`config.mk`:
```
export PLATFORM = sky130hd
export DESIGN_NAME = sdclk_gen
export DESIGN_NICKNAME = d
export VERILOG_FILES = /design/src/rtl/sdclk_pkg.sv /design/src/rtl/sdclk_cfg_reg.sv /design/src/rtl/sdclk_pwr_reg.sv /design/src/rtl/sdclk_div_core.sv /design/src/rtl/sdclk_gen.sv
export SDC_FILE = /design/constraint.sdc
export NUM_CORES = 1
export LEC_CHECK = 0
export BUFFER_PORTS_ARGS = -buffer_cell sky130_fd_sc_hd__clkbuf_2
export CORE_AREA = 2 2 70 59
export CTS_CLUSTER_DIAMETER = 50
export DETAILED_ROUTE_END_ITERATION = 8
export DIE_AREA = 0 0 72 61
export PLACE_DENSITY = 0.84
export SLEW_MARGIN = 10
export SYNTH_ARGS = -nofsm -noshare
export SYNTH_HDL_FRONTEND = slang
export SYNTH_SLANG_ARGS = --single-unit
```
`constraint.sdc`:
```
create_clock -name clk -period 4.07 [get_ports clk]
set_input_delay 0.407 -clock clk [delete_from_list [all_inputs] [get_ports clk]]
set_output_delay 0.407 -clock clk [all_outputs]
set_load 0.005 [all_outputs]
```
`src/rtl/sdclk_pkg.sv`:
```
package sdclk_pkg;

  typedef enum logic [1:0] {
    BW_ONE  = 2'b00,
    BW_FOUR = 2'b01,
    BW_OCT  = 2'b10,
    BW_RSVD = 2'b11
  } bus_w_e;

  localparam int LANES = 8;

  function automatic int sdc_period(input int div);
    return div + 2;
  endfunction

  function automatic int sdc_high(input int div);
    return sdc_period(div) / 2;
  endfunction

  function automatic int sdc_low(input int div);
    return sdc_period(div) - sdc_high(div);
  endfunction

  function automatic logic [LANES-1:0] sdc_lanes(input bus_w_e w);
    case (w)
      BW_FOUR: return 8'h0F;
      BW_OCT:  return 8'hFF;
      default: return 8'h01;
    endcase
  endfunction

endpackage

```
`src/rtl/sdclk_cfg_reg.sv`:
```
module sdclk_cfg_reg
  import sdclk_pkg::*;
#(
  parameter int DIV_W   = 8,
  parameter int RST_DIV = 254,
  localparam int REQ_W  = DIV_W + 2,
  localparam int CFG_W  = REQ_W + 4
) (
  input  logic             clk,
  input  logic             rst_n,
  input  logic             cfg_wr,
  input  logic [CFG_W-1:0] cfg_wdata,
  output logic [DIV_W-1:0] div_q,
  output logic             en_q,
  output logic             fce_q,
  output bus_w_e           width_q
);

  localparam int EN_BIT  = REQ_W;
  localparam int WID_LO  = REQ_W + 1;
  localparam int FCE_BIT = REQ_W + 3;

  logic [REQ_W-1:0] req;
  logic [DIV_W-1:0] req_sat;
  bus_w_e           wid_in;
  logic             wid_ok;

  assign req     = cfg_wdata[REQ_W-1:0];
  assign req_sat = (req > {2'b00, {DIV_W{1'b1}}}) ? {DIV_W{1'b1}} : req[DIV_W-1:0];
  assign wid_in  = bus_w_e'(cfg_wdata[WID_LO+1:WID_LO]);
  assign wid_ok  = (wid_in != BW_RSVD);

  always_ff @(posedge clk or negedge rst_n) begin
    if (!rst_n) begin
      div_q   <= DIV_W'(RST_DIV);
      en_q    <= 1'b0;
      fce_q   <= 1'b0;
      width_q <= BW_ONE;
    end else if (cfg_wr) begin
      div_q <= req_sat;
      en_q  <= cfg_wdata[EN_BIT];
      fce_q <= cfg_wdata[FCE_BIT];
      if (wid_ok) width_q <= wid_in;
    end
  end

endmodule

```
`src/rtl/sdclk_pwr_reg.sv`:
```
module sdclk_pwr_reg (
  input  logic clk,
  input  logic rst_n,
  input  logic pwr_wr,
  input  logic pwr_od_in,
  output logic od_q
);

  always_ff @(posedge clk or negedge rst_n) begin
    if (!rst_n)      od_q <= 1'b1;
    else if (pwr_wr) od_q <= pwr_od_in;
  end

endmodule

```
`src/rtl/sdclk_div_core.sv`:
```
module sdclk_div_core
  import sdclk_pkg::*;
#(
  parameter int DIV_W   = 8,
  parameter int RST_DIV = 254,
  localparam int CW     = DIV_W + 1
) (
  input  logic             clk,
  input  logic             rst_n,
  input  logic             go,
  input  logic [DIV_W-1:0] cfg_div,
  output logic             card_clk,
  output logic             clk_stb,
  output logic             parked,
  output logic [DIV_W-1:0] act_div
);

  logic [CW-1:0]    cnt, cnt_n, cnt_inc, last_idx, hi_cnt;
  logic             period_end;
  logic             parked_n, clk_n, stb_n;
  logic [DIV_W-1:0] div_n;

  assign last_idx   = CW'(sdc_period(int'(act_div)) - 1);
  assign hi_cnt     = CW'(sdc_high(int'(act_div)));
  assign cnt_inc    = cnt + 1'b1;
  assign period_end = parked || (cnt == last_idx);

  always_comb begin
    cnt_n    = cnt;
    parked_n = parked;
    clk_n    = card_clk;
    stb_n    = 1'b0;
    div_n    = act_div;
    if (period_end) begin
      if (go) begin
        cnt_n    = '0;
        parked_n = 1'b0;
        clk_n    = 1'b1;
        stb_n    = 1'b1;
        div_n    = cfg_div;
      end else begin
        parked_n = 1'b1;
        clk_n    = 1'b0;
      end
    end else begin
      cnt_n = cnt_inc;
      clk_n = (cnt_inc < hi_cnt);
    end
  end

  always_ff @(posedge clk or negedge rst_n) begin
    if (!rst_n) begin
      cnt      <= '0;
      parked   <= 1'b1;
      card_clk <= 1'b0;
      clk_stb  <= 1'b0;
      act_div  <= DIV_W'(RST_DIV);
    end else begin
      cnt      <= cnt_n;
      parked   <= parked_n;
      card_clk <= clk_n;
      clk_stb  <= stb_n;
      act_div  <= div_n;
    end
  end

endmodule

```
`src/rtl/sdclk_gen.sv`:
```
module sdclk_gen
  import sdclk_pkg::*;
#(
  parameter int DIV_W   = 8,
  parameter int RST_DIV = 254
) (
  input  logic             clk,
  input  logic             rst_n,
  input  logic             cfg_wr,
  input  logic [DIV_W+5:0] cfg_wdata,
  input  logic             pwr_wr,
  input  logic             pwr_od_in,
  input  logic             fifo_hold,
  output logic             card_clk,
  output logic             clk_stb,
  output logic [7:0]       lane_mask,
  output logic             cmd_od
);

  logic [DIV_W-1:0] div_q;
  logic [DIV_W-1:0] act_div;
  logic             en_q;
  logic             fce_q;
  bus_w_e           width_q;
  logic             go;
  logic             parked;

  sdclk_cfg_reg #(.DIV_W(DIV_W), .RST_DIV(RST_DIV)) u_cfg (
    .clk       (clk),
    .rst_n     (rst_n),
    .cfg_wr    (cfg_wr),
    .cfg_wdata (cfg_wdata),
    .div_q     (div_q),
    .en_q      (en_q),
    .fce_q     (fce_q),
    .width_q   (width_q)
  );

  sdclk_pwr_reg u_pwr (
    .clk       (clk),
    .rst_n     (rst_n),
    .pwr_wr    (pwr_wr),
    .pwr_od_in (pwr_od_in),
    .od_q      (cmd_od)
  );

  assign go = en_q && !(fce_q && fifo_hold);

  sdclk_div_core #(.DIV_W(DIV_W), .RST_DIV(RST_DIV)) u_core (
    .clk      (clk),
    .rst_n    (rst_n),
    .go       (go),
    .cfg_div  (div_q),
    .card_clk (card_clk),
    .clk_stb  (clk_stb),
    .parked   (parked),
    .act_div  (act_div)
  );

  assign lane_mask = sdc_lanes(width_q);

endmodule

```
==> run summary, run 1 <==
Outcome: finished clean
Achievable clock frequency: 0.327 GHz
Switching power: 740 uW
Share of layout cells above drive strength 1: 0.328
Average routed wire per standard cell: 13.7 um
Async set-or-reset flop fraction in the synthesized netlist: 1.00
Final setup violation count: 0
Vertical die dimension: 61 um
Final clock period utilization by the worst path: 0.752
Via/cell ratio: 5.51
Number of instances resized during post-cts repair: 0
Number of nets in the layout: 275
Synth Warn #: 0
Post-synthesis instance area: 0.00220 mm2
Cells along the critical path: ha_1, xor3_1, nor3_1, o311ai_1, nor4_2, a41oi_2, nor2_4, mux2_2
Power per unit of standard cell area: 777 mW/mm2
Synthesized instance count: 220
Chip Width: 72 um
Crit-path max cell delay: 600 ps
Sequential power share: 0.334
I/O pin total: 31
Flip-flop and latch count after synthesis: 33
Post-CTS Setup Repair Bufs: 0
Slowest CP cell: sky130_fd_sc_hd__dfstp_2
Data arrival at the endpoint of the critical path: 3240 ps
Number of global-route vias before repair: 1599
PortBufs: 29
Antenna diode count: 0
Deepest clock path buffer count: 2
Clock sink count: 33
Post-DP Area: 0.00232 mm2
Cell-internal power: 1.14 mW
CTS H-Tree Depth: 2
Initial standard-cell utilization of the core: 0.598
Clock latency on the worst-skew pair: 290 ps
Portion of total power attributed to the clock network: 0.146
Worst hold slack after final layout: 177 ps
Data required time of the worst path: 4250 ps
Final Instance Area: 0.00242 mm2
Full die area: 0.00439 mm2
Max_cap viols: 0
Total global-route track usage: 0.217
Detail Route Antenna Nets: 0
Worst Path Class, Setup: flop to flop
Layout overhead on the synthesized area: 9.89%
Detailed-route wire length: 3.96 mm
Setup TNS: 0 ps
Period minus WS final: 3060 ps
Startpoint Class: flop
Via count: 1588
Final non-filler cell total: 288
Proportion of synthesized chip area in sequential cells: 0.384
Number of library cell types mapped by synthesis: 52
Clock Tree Root: sky130_fd_sc_hd__clkbuf_8
Worst-case clock skew: 3.15 ps
Net count after synthesis: 252
Pwr Total: 1.88 mW
Ys flop type: sky130_fd_sc_hd__dfrtp_1
Maximum vdd ir drop: 517 uV
Antenna violations before repair: 0
RSZ-0062 raised after global routing: false
Largest net degree at the start of global routing: 34
Cts-stage hold buffer count: 0
Clock tree from TritonCTS: yes
Sort of element at the end of the critical path: flop
Clock transition time at the flip-flop clock pins of the worst setup and hold paths: 70 ps
Cell Rows: 20
Final Max Tran Viols: 0
Headroom to the max-slew limit: 0.481
Slew at the pin closest to its max-slew limit: 778 ps
Detailed-placement wirelength estimate: 2.93 mm
Placed Instances: 280
Switching share of power: 0.394
Routability Congestion: 0.876
Wire length of the first global-routing pass: 7.08 mm
Average instance area after synthesis: 10.0 um2
Number of flops mapped to enable cells by yosys: 0
Number of DRC markers after the initial detailed-route iteration: 73
Comb pwr share: 0.520
GRT Residual Overflow: 0
Highest net fanout along the worst path: 11
Hold violation total from the final report: 0
Core Box Area: 0.00368 mm2
DRC violations left: 0
Number of iterations in the first detailed-routing pass: 4
Leakage component of the power: 1.13 nW
Worst min-delay path class: input pin to async pin
Cts bufs inserted: 5
-- power groups by stage --
stage          Sequential, mW  Clock (mW)  Combinational [mW]
2_1_floorplan           0.567           0               0.840
3_3_place_gp            0.622           0               0.934
3_5_place_dp            0.629           0               0.959
4_1_cts                 0.624       0.277               0.977
5_1_grt                 0.650       0.294                1.10
6_report                0.628       0.274               0.977
-- area by class of cell --
cell class                      instances  area, um2
Clock inverter                          1       5.00
Tap cell                               44       55.1
Inverter                               12       45.0
Fill cell                             292       1260
Timing Repair Buffer                   30        153
Multi-Input combinational cell        161       1220
Clock buffer                            7       96.3
Sequential cell                        33        846
-- cells in the final DEF (no fill, tap or decap), types with 2 or more instances in the layout --
| master | n |
|---|---|
| sky130_fd_sc_hd__o31ai_1 | 2 |
| sky130_fd_sc_hd__xnor2_1 | 11 |
| sky130_fd_sc_hd__a21oi_1 | 10 |
| sky130_fd_sc_hd__nand3_1 | 10 |
| sky130_fd_sc_hd__dfstp_2 | 16 |
| sky130_fd_sc_hd__and2_1 | 2 |
| sky130_fd_sc_hd__nor2b_1 | 6 |
| sky130_fd_sc_hd__and3_1 | 4 |
| sky130_fd_sc_hd__o221ai_1 | 2 |
| sky130_fd_sc_hd__nor3_1 | 2 |
| sky130_fd_sc_hd__nand2b_1 | 2 |
| sky130_fd_sc_hd__a21o_1 | 2 |
| sky130_fd_sc_hd__xnor3_1 | 2 |
| sky130_fd_sc_hd__clkbuf_2 | 29 |
| sky130_fd_sc_hd__nand4_1 | 2 |
| sky130_fd_sc_hd__mux2_4 | 2 |
| sky130_fd_sc_hd__mux2_2 | 12 |
| sky130_fd_sc_hd__xor3_1 | 2 |
| sky130_fd_sc_hd__o21ai_0 | 6 |
| sky130_fd_sc_hd__clkbuf_8 | 7 |
| sky130_fd_sc_hd__o211ai_1 | 3 |
| sky130_fd_sc_hd__nor2_1 | 27 |
| sky130_fd_sc_hd__dfrtp_1 | 17 |
| sky130_fd_sc_hd__inv_1 | 12 |
| sky130_fd_sc_hd__xor2_1 | 3 |
| sky130_fd_sc_hd__and3_2 | 2 |
| sky130_fd_sc_hd__nand2_1 | 12 |
| sky130_fd_sc_hd__o21ai_2 | 2 |
| sky130_fd_sc_hd__ha_1 | 12 |
-- synth_stat cells, types with 3 or more instances --
master,instances,area share
sky130_fd_sc_hd__dfrtp_1,17,0.19
sky130_fd_sc_hd__nand3_1,10,0.023
sky130_fd_sc_hd__mux2_2,12,0.061
sky130_fd_sc_hd__dfstp_2,16,0.19
sky130_fd_sc_hd__xnor2_1,11,0.044
sky130_fd_sc_hd__buf_4,6,0.020
sky130_fd_sc_hd__inv_1,12,0.020
sky130_fd_sc_hd__o211ai_1,3,0.010
sky130_fd_sc_hd__a21oi_1,10,0.023
sky130_fd_sc_hd__xor2_1,3,0.012
sky130_fd_sc_hd__nor2b_1,6,0.017
sky130_fd_sc_hd__and3_1,4,0.011
sky130_fd_sc_hd__nor2_1,27,0.046
sky130_fd_sc_hd__clkbuf_1,5,0.0085
sky130_fd_sc_hd__nand2_1,12,0.020
sky130_fd_sc_hd__ha_1,12,0.068
sky130_fd_sc_hd__o21ai_0,6,0.014
-- flip-flops by register name (all words and copies together) (netlist names) --
register and flops:
u_cfg.div_q 8, u_cfg.en_q 1, u_cfg.fce_q 1, u_cfg.width_q 2, u_core.act_div 8, u_core.card_clk 1, u_core.clk_stb 1, u_core.cnt 9
u_core.parked 1, u_pwr.od_q 1
-- cell families (layout without fill, tap and decap cells) --
group | after synthesis | after routing | synth area share
adder cells (fa/ha/maj) | 12 | 12 | 0.0682
multiplexers | 15 | 15 | 0.0796
AND/OR/NAND/NOR | 76 | 76 | 0.177
XOR/XNOR | 19 | 19 | 0.105
AO/OA/AOI/OAI | 38 | 38 | 0.122
flip-flops | 33 | 33 | 0.384
buffers and inverters | 26 | 50 | 0.0620
other | 1 | 1 | 0.00170
-- per-layer routing --
metal  part of all wire  vias up  GRT usage  wire, um
met5                  0        -          0         0
met4              0.012        0     0.0701        49
met3              0.057        6     0.0764       225
met2               0.46       35      0.360      1820
met1               0.47      743      0.270      1870
li1                   -      804          -         -
-- per-stage QoR --
step	util	setup WS, ps
after detailed placement	0.630	1050
after floorplan	-	1480
final	0.657	1010
after global routing	0.657	776
after CTS	0.657	1020
after global placement	0.630	1100
-- critical path, delay by kind of cell (launching register included) --
kind	cells	cell delay, ps
xor gates and xnor gates	1	370
muxes	1	370
and+or+nand+nor	3	830
adders and majority gates	1	290
DFF	1	600
AOI/OAI and AO/OA	2	480
-- worst paths after layout --
kind,from,end,slack [ps],cells past startpoint
max in group asynchronous,rst_n,u_cfg.div_q[0]$_DFFE_PN0P_,3390,1
min reg2reg,u_cfg.div_q[3]$_DFFE_PN1P_,u_cfg.div_q[3]$_DFFE_PN1P_,490,2
min,rst_n,u_cfg.width_q[1]$_DFFE_PN0P_,180,1
max,u_core.act_div[1]$_DFFE_PN1P_,u_core.act_div[0]$_DFFE_PN0P_,1010,8
min in group clk,pwr_od_in,u_pwr.od_q$_DFFE_PN1P_,340,2
max reg2reg,u_core.act_div[1]$_DFFE_PN1P_,u_core.act_div[0]$_DFFE_PN0P_,1010,8
Power figures use the tool's default switching activity.
==> inputs of run 2 (changes only) <==
ABC_AREA = 1   (was not set)
CORE_AREA = 2 2 77 64   (was 2 2 70 59)
DIE_AREA = 0 0 79 66   (was 0 0 72 61)
PLACE_DENSITY = 0.75   (was 0.84)
clock period = 2.76 ns   (was 4.07 ns; I/O delays follow)
==> run summary, run 2 <==
Outcome: finished clean
Flip-flop and latch count after synthesis: 33
Cell Rows: 22
Cells along the critical path: ha_1, inv_1, nand2_1, inv_1, nand2_1, nor2_1, nand3_1, nand2_1, nand3_2, o21bai_4, nand2_2, nand2_1, nand2_1
Async set-or-reset flop fraction in the synthesized netlist: 1.00
Worst-case clock skew: 6.84 ps
Setup TNS: 0 ps
Antenna violations before repair: 0
Slowest CP cell: sky130_fd_sc_hd__dfstp_2
Routed length on met1: 2.40 mm
Number of library cell types mapped by synthesis: 30
Clock sink count: 33
Achievable clock frequency: 0.405 GHz
Routability Congestion: 0.846
Cts bufs inserted: 5
Leakage component of the power: 1.36 nW
Maximum vdd ir drop: 561 uV
Headroom to the max-slew limit: 0.470
PortBufs: 29
Worst min-delay path class: input pin to async pin
Detailed-route wire length: 4.58 mm
Detail Route Antenna Nets: 0
Number of instances resized during post-cts repair: 0
Largest reg by FF count: u_core.cnt
Crit path to: u_core.act_div[0]$_DFFE_PN0P_
Data arrival at the endpoint of the critical path: 2650 ps
Largest registers in the final layout: u_core.cnt (9), u_cfg.div_q (8), u_core.act_div (8)
Number of DRC markers after the initial detailed-route iteration: 137
Antenna diode count: 0
Proportion of synthesized chip area in sequential cells: 0.380
Cts-stage hold buffer count: 0
Post-synthesis instance area: 0.00222 mm2
Average routed wire per standard cell: 11.4 um
Number of nets in the layout: 372
Crit-path most repeated cell: sky130_fd_sc_hd__nand2_1
Max_cap viols: 0
Clock transition time at the flip-flop clock pins of the worst setup and hold paths: 70 ps
Share of layout cells above drive strength 1: 0.205
Synth Warn #: 0
Clock Tree Root: sky130_fd_sc_hd__clkbuf_8
Average instance area after synthesis: 7.18 um2
Deepest clock path buffer count: 2
GRT Residual Overflow: 0
Final Max Tran Viols: 0
Routed met2 length: 1.91 mm
Fill cell instance count of the final layout: 459
Critical R2R Capture: u_core.act_div[0]$_DFFE_PN0P_
Pwr Total: 2.50 mW
Slew at the pin closest to its max-slew limit: 795 ps
Layout overhead on the synthesized area: 12.4%
Placed Instances: 390
Full die area: 0.00521 mm2
DRC violations left: 0
Number of global-route vias before repair: 1822
Core Box Area: 0.00446 mm2
Net count after synthesis: 342
Critical path startpoint: u_core.act_div[1]$_DFFE_PN1P_
Vertical die dimension: 66 um
Worst Path Class, Setup: flop to flop
Post-DP Area: 0.00238 mm2
Highest net fanout along the worst path: 10
CTS H-Tree Depth: 2
Final non-filler cell total: 401
Critical register-to-register path startpoint: u_core.act_div[1]$_DFFE_PN1P_
Power per unit of standard cell area: 1000 mW/mm2
Final Instance Area: 0.00250 mm2
Largest register FFs: 9
Synthesized instance count: 310
Hold violation total from the final report: 0
Period minus WS final: 2470 ps
Uppermost routed layer: met4
CP top delay family: simple AND/OR/NAND/NOR gates
Total global-route track usage: 0.200
Largest area contributor in the netlist: sky130_fd_sc_hd__dfrtp_1
Sum of buffers and inverters on the critical path: 2
Ys flop type: sky130_fd_sc_hd__dfrtp_1
Via/cell ratio: 4.90
Commonest cells in the netlist: sky130_fd_sc_hd__nand2_1, sky130_fd_sc_hd__nand3_1, sky130_fd_sc_hd__inv_1
Number of logic stages on the critical path including buffering: 13
Dominant cells by area after synthesis: sky130_fd_sc_hd__dfrtp_1, sky130_fd_sc_hd__dfstp_2, sky130_fd_sc_hd__nand2_1, sky130_fd_sc_hd__nand3_1, sky130_fd_sc_hd__ha_1
Area taken by flip-flops and latches: 846 um2
Final clock period utilization by the worst path: 0.895
Sort of element at the end of the critical path: flop
I/O pin total: 31
Largest net degree at the start of global routing: 34
Crit-path max cell delay: 600 ps
Clock tree from TritonCTS: yes
Number of flops mapped to enable cells by yosys: 0
Post-synth top area share: 0.191
Worst hold slack after final layout: 59.8 ps
Final setup violation count: 0
FF-to-FF setup slack: 290 ps
Chip Width: 79 um
Wire length of the first global-routing pass: 8.17 mm
Most used cells in the layout excluding fill and tap cells: sky130_fd_sc_hd__nand2_1, sky130_fd_sc_hd__nand3_1, sky130_fd_sc_hd__inv_1
Met3 routed WL: 188 um
Startpoint Class: flop
Worst reg2reg path depth: 13
Detailed-placement wirelength estimate: 3.51 mm
Number of iterations in the first detailed-routing pass: 4
Area taken by multi-input logic gates: 0.00116 mm2
Most used standard cell by instance count after synthesis: sky130_fd_sc_hd__nand2_1
Initial standard-cell utilization of the core: 0.499
Clock latency on the worst-skew pair: 290 ps
Data required time of the worst path: 2940 ps
Leading cell type in the layout, fill and taps excluded: sky130_fd_sc_hd__nand2_1
RSZ-0062 raised after global routing: false
Via count: 1966
[run 2: cell count changes in the layout (fill, tap and decap cells not counted), moves of 5 or more]
cell                      previous run  this run
sky130_fd_sc_hd__nor2b_1             6         0
sky130_fd_sc_hd__xnor2_1            11         1
sky130_fd_sc_hd__nand2_1            12       101
sky130_fd_sc_hd__mux2_2             12         2
sky130_fd_sc_hd__a21oi_1            10        15
sky130_fd_sc_hd__nand3_1            10        36
sky130_fd_sc_hd__inv_1              12        34
[run 2: metal layers]
| layer | GRT usage | vias to the layer above |
|---|---|---|
| met4 | 0.0733 | 0 |
| met3 | 0.0369 | 8 |
| met5 | 0 | - |
| li1 | - | 1031 |
| met1 | 0.283 | 887 |
| met2 | 0.305 | 40 |
[run 2: timing repair]
| item | in CTS | in global routing |
|---|---|---|
| setup buffers | 0 | 3 |
| setup endpoints to repair | 0 | 1 |
| hold endpoints to repair | 0 | 0 |
[run 2: metrics by stage]
stage / util / setup WS, ps
4_1_cts: 0.556 / 284
3_5_place_dp: 0.534 / 299
2_1_floorplan: - / 654
5_1_grt: 0.561 / 52.3
3_3_place_gp: 0.534 / 325
6_report: 0.561 / 290
[run 2: worst register-to-register path, stage by stage, from the launching register on]
cell,delay (ps)
sky130_fd_sc_hd__dfstp_2,600
sky130_fd_sc_hd__ha_1,280
sky130_fd_sc_hd__inv_1,100
sky130_fd_sc_hd__nand2_1,90
sky130_fd_sc_hd__inv_1,80
sky130_fd_sc_hd__nand2_1,90
sky130_fd_sc_hd__nor2_1,210
sky130_fd_sc_hd__nand3_1,100
sky130_fd_sc_hd__nand2_1,90
sky130_fd_sc_hd__nand3_2,80
sky130_fd_sc_hd__o21bai_4,290
sky130_fd_sc_hd__nand2_2,220
sky130_fd_sc_hd__nand2_1,100
sky130_fd_sc_hd__nand2_1,50
[run 2: report_power, final]
group / switching, mW / internal (mW) / total, mW
registers: 0.182 / 0.669 / 0.851
clock network: 0.182 / 0.202 / 0.383
logic: 0.769 / 0.497 / 1.27
total: 1.13 / 1.37 / 2.50
[run 2: how the worst min path moves through the flow]
stage                     slack [ps]  startpoint  depth (start not counted)                    endpoint
after floorplan                  -20       rst_n                          0  u_cfg.div_q[0]$_DFFE_PN0P_
after global placement           410       rst_n                          1  u_cfg.div_q[0]$_DFFE_PN0P_
after detailed placement         400       rst_n                          1  u_cfg.div_q[0]$_DFFE_PN0P_
after CTS                         80       rst_n                          1  u_cfg.div_q[0]$_DFFE_PN0P_
after global routing             130       rst_n                          1  u_cfg.div_q[0]$_DFFE_PN0P_
final                             60       rst_n                          1  u_cfg.div_q[0]$_DFFE_PN0P_
[run 2: logic make-up after synthesis]
logic type,after synthesis,share of synthesized area
other,1,0.00169
adders and majority gates,12,0.0675
DFF,33,0.380
AOI/OAI and AO/OA,25,0.0669
buffers and inverters,48,0.0979
muxes,2,0.0101
and+or+nand+nor,181,0.344
xor gates and xnor gates,8,0.0315
[run 2: area by class of cell]
| class | instances | area share |
|---|---|---|
| Timing Repair Buffer | 34 | 0.0731 |
| Sequential cell | 33 | 0.338 |
| Clock inverter | 2 | 0.00551 |
| Tap cell | 60 | 0.0300 |
| Inverter | 37 | 0.0556 |
| Multi-Input combinational cell | 229 | 0.464 |
| Clock buffer | 6 | 0.0330 |
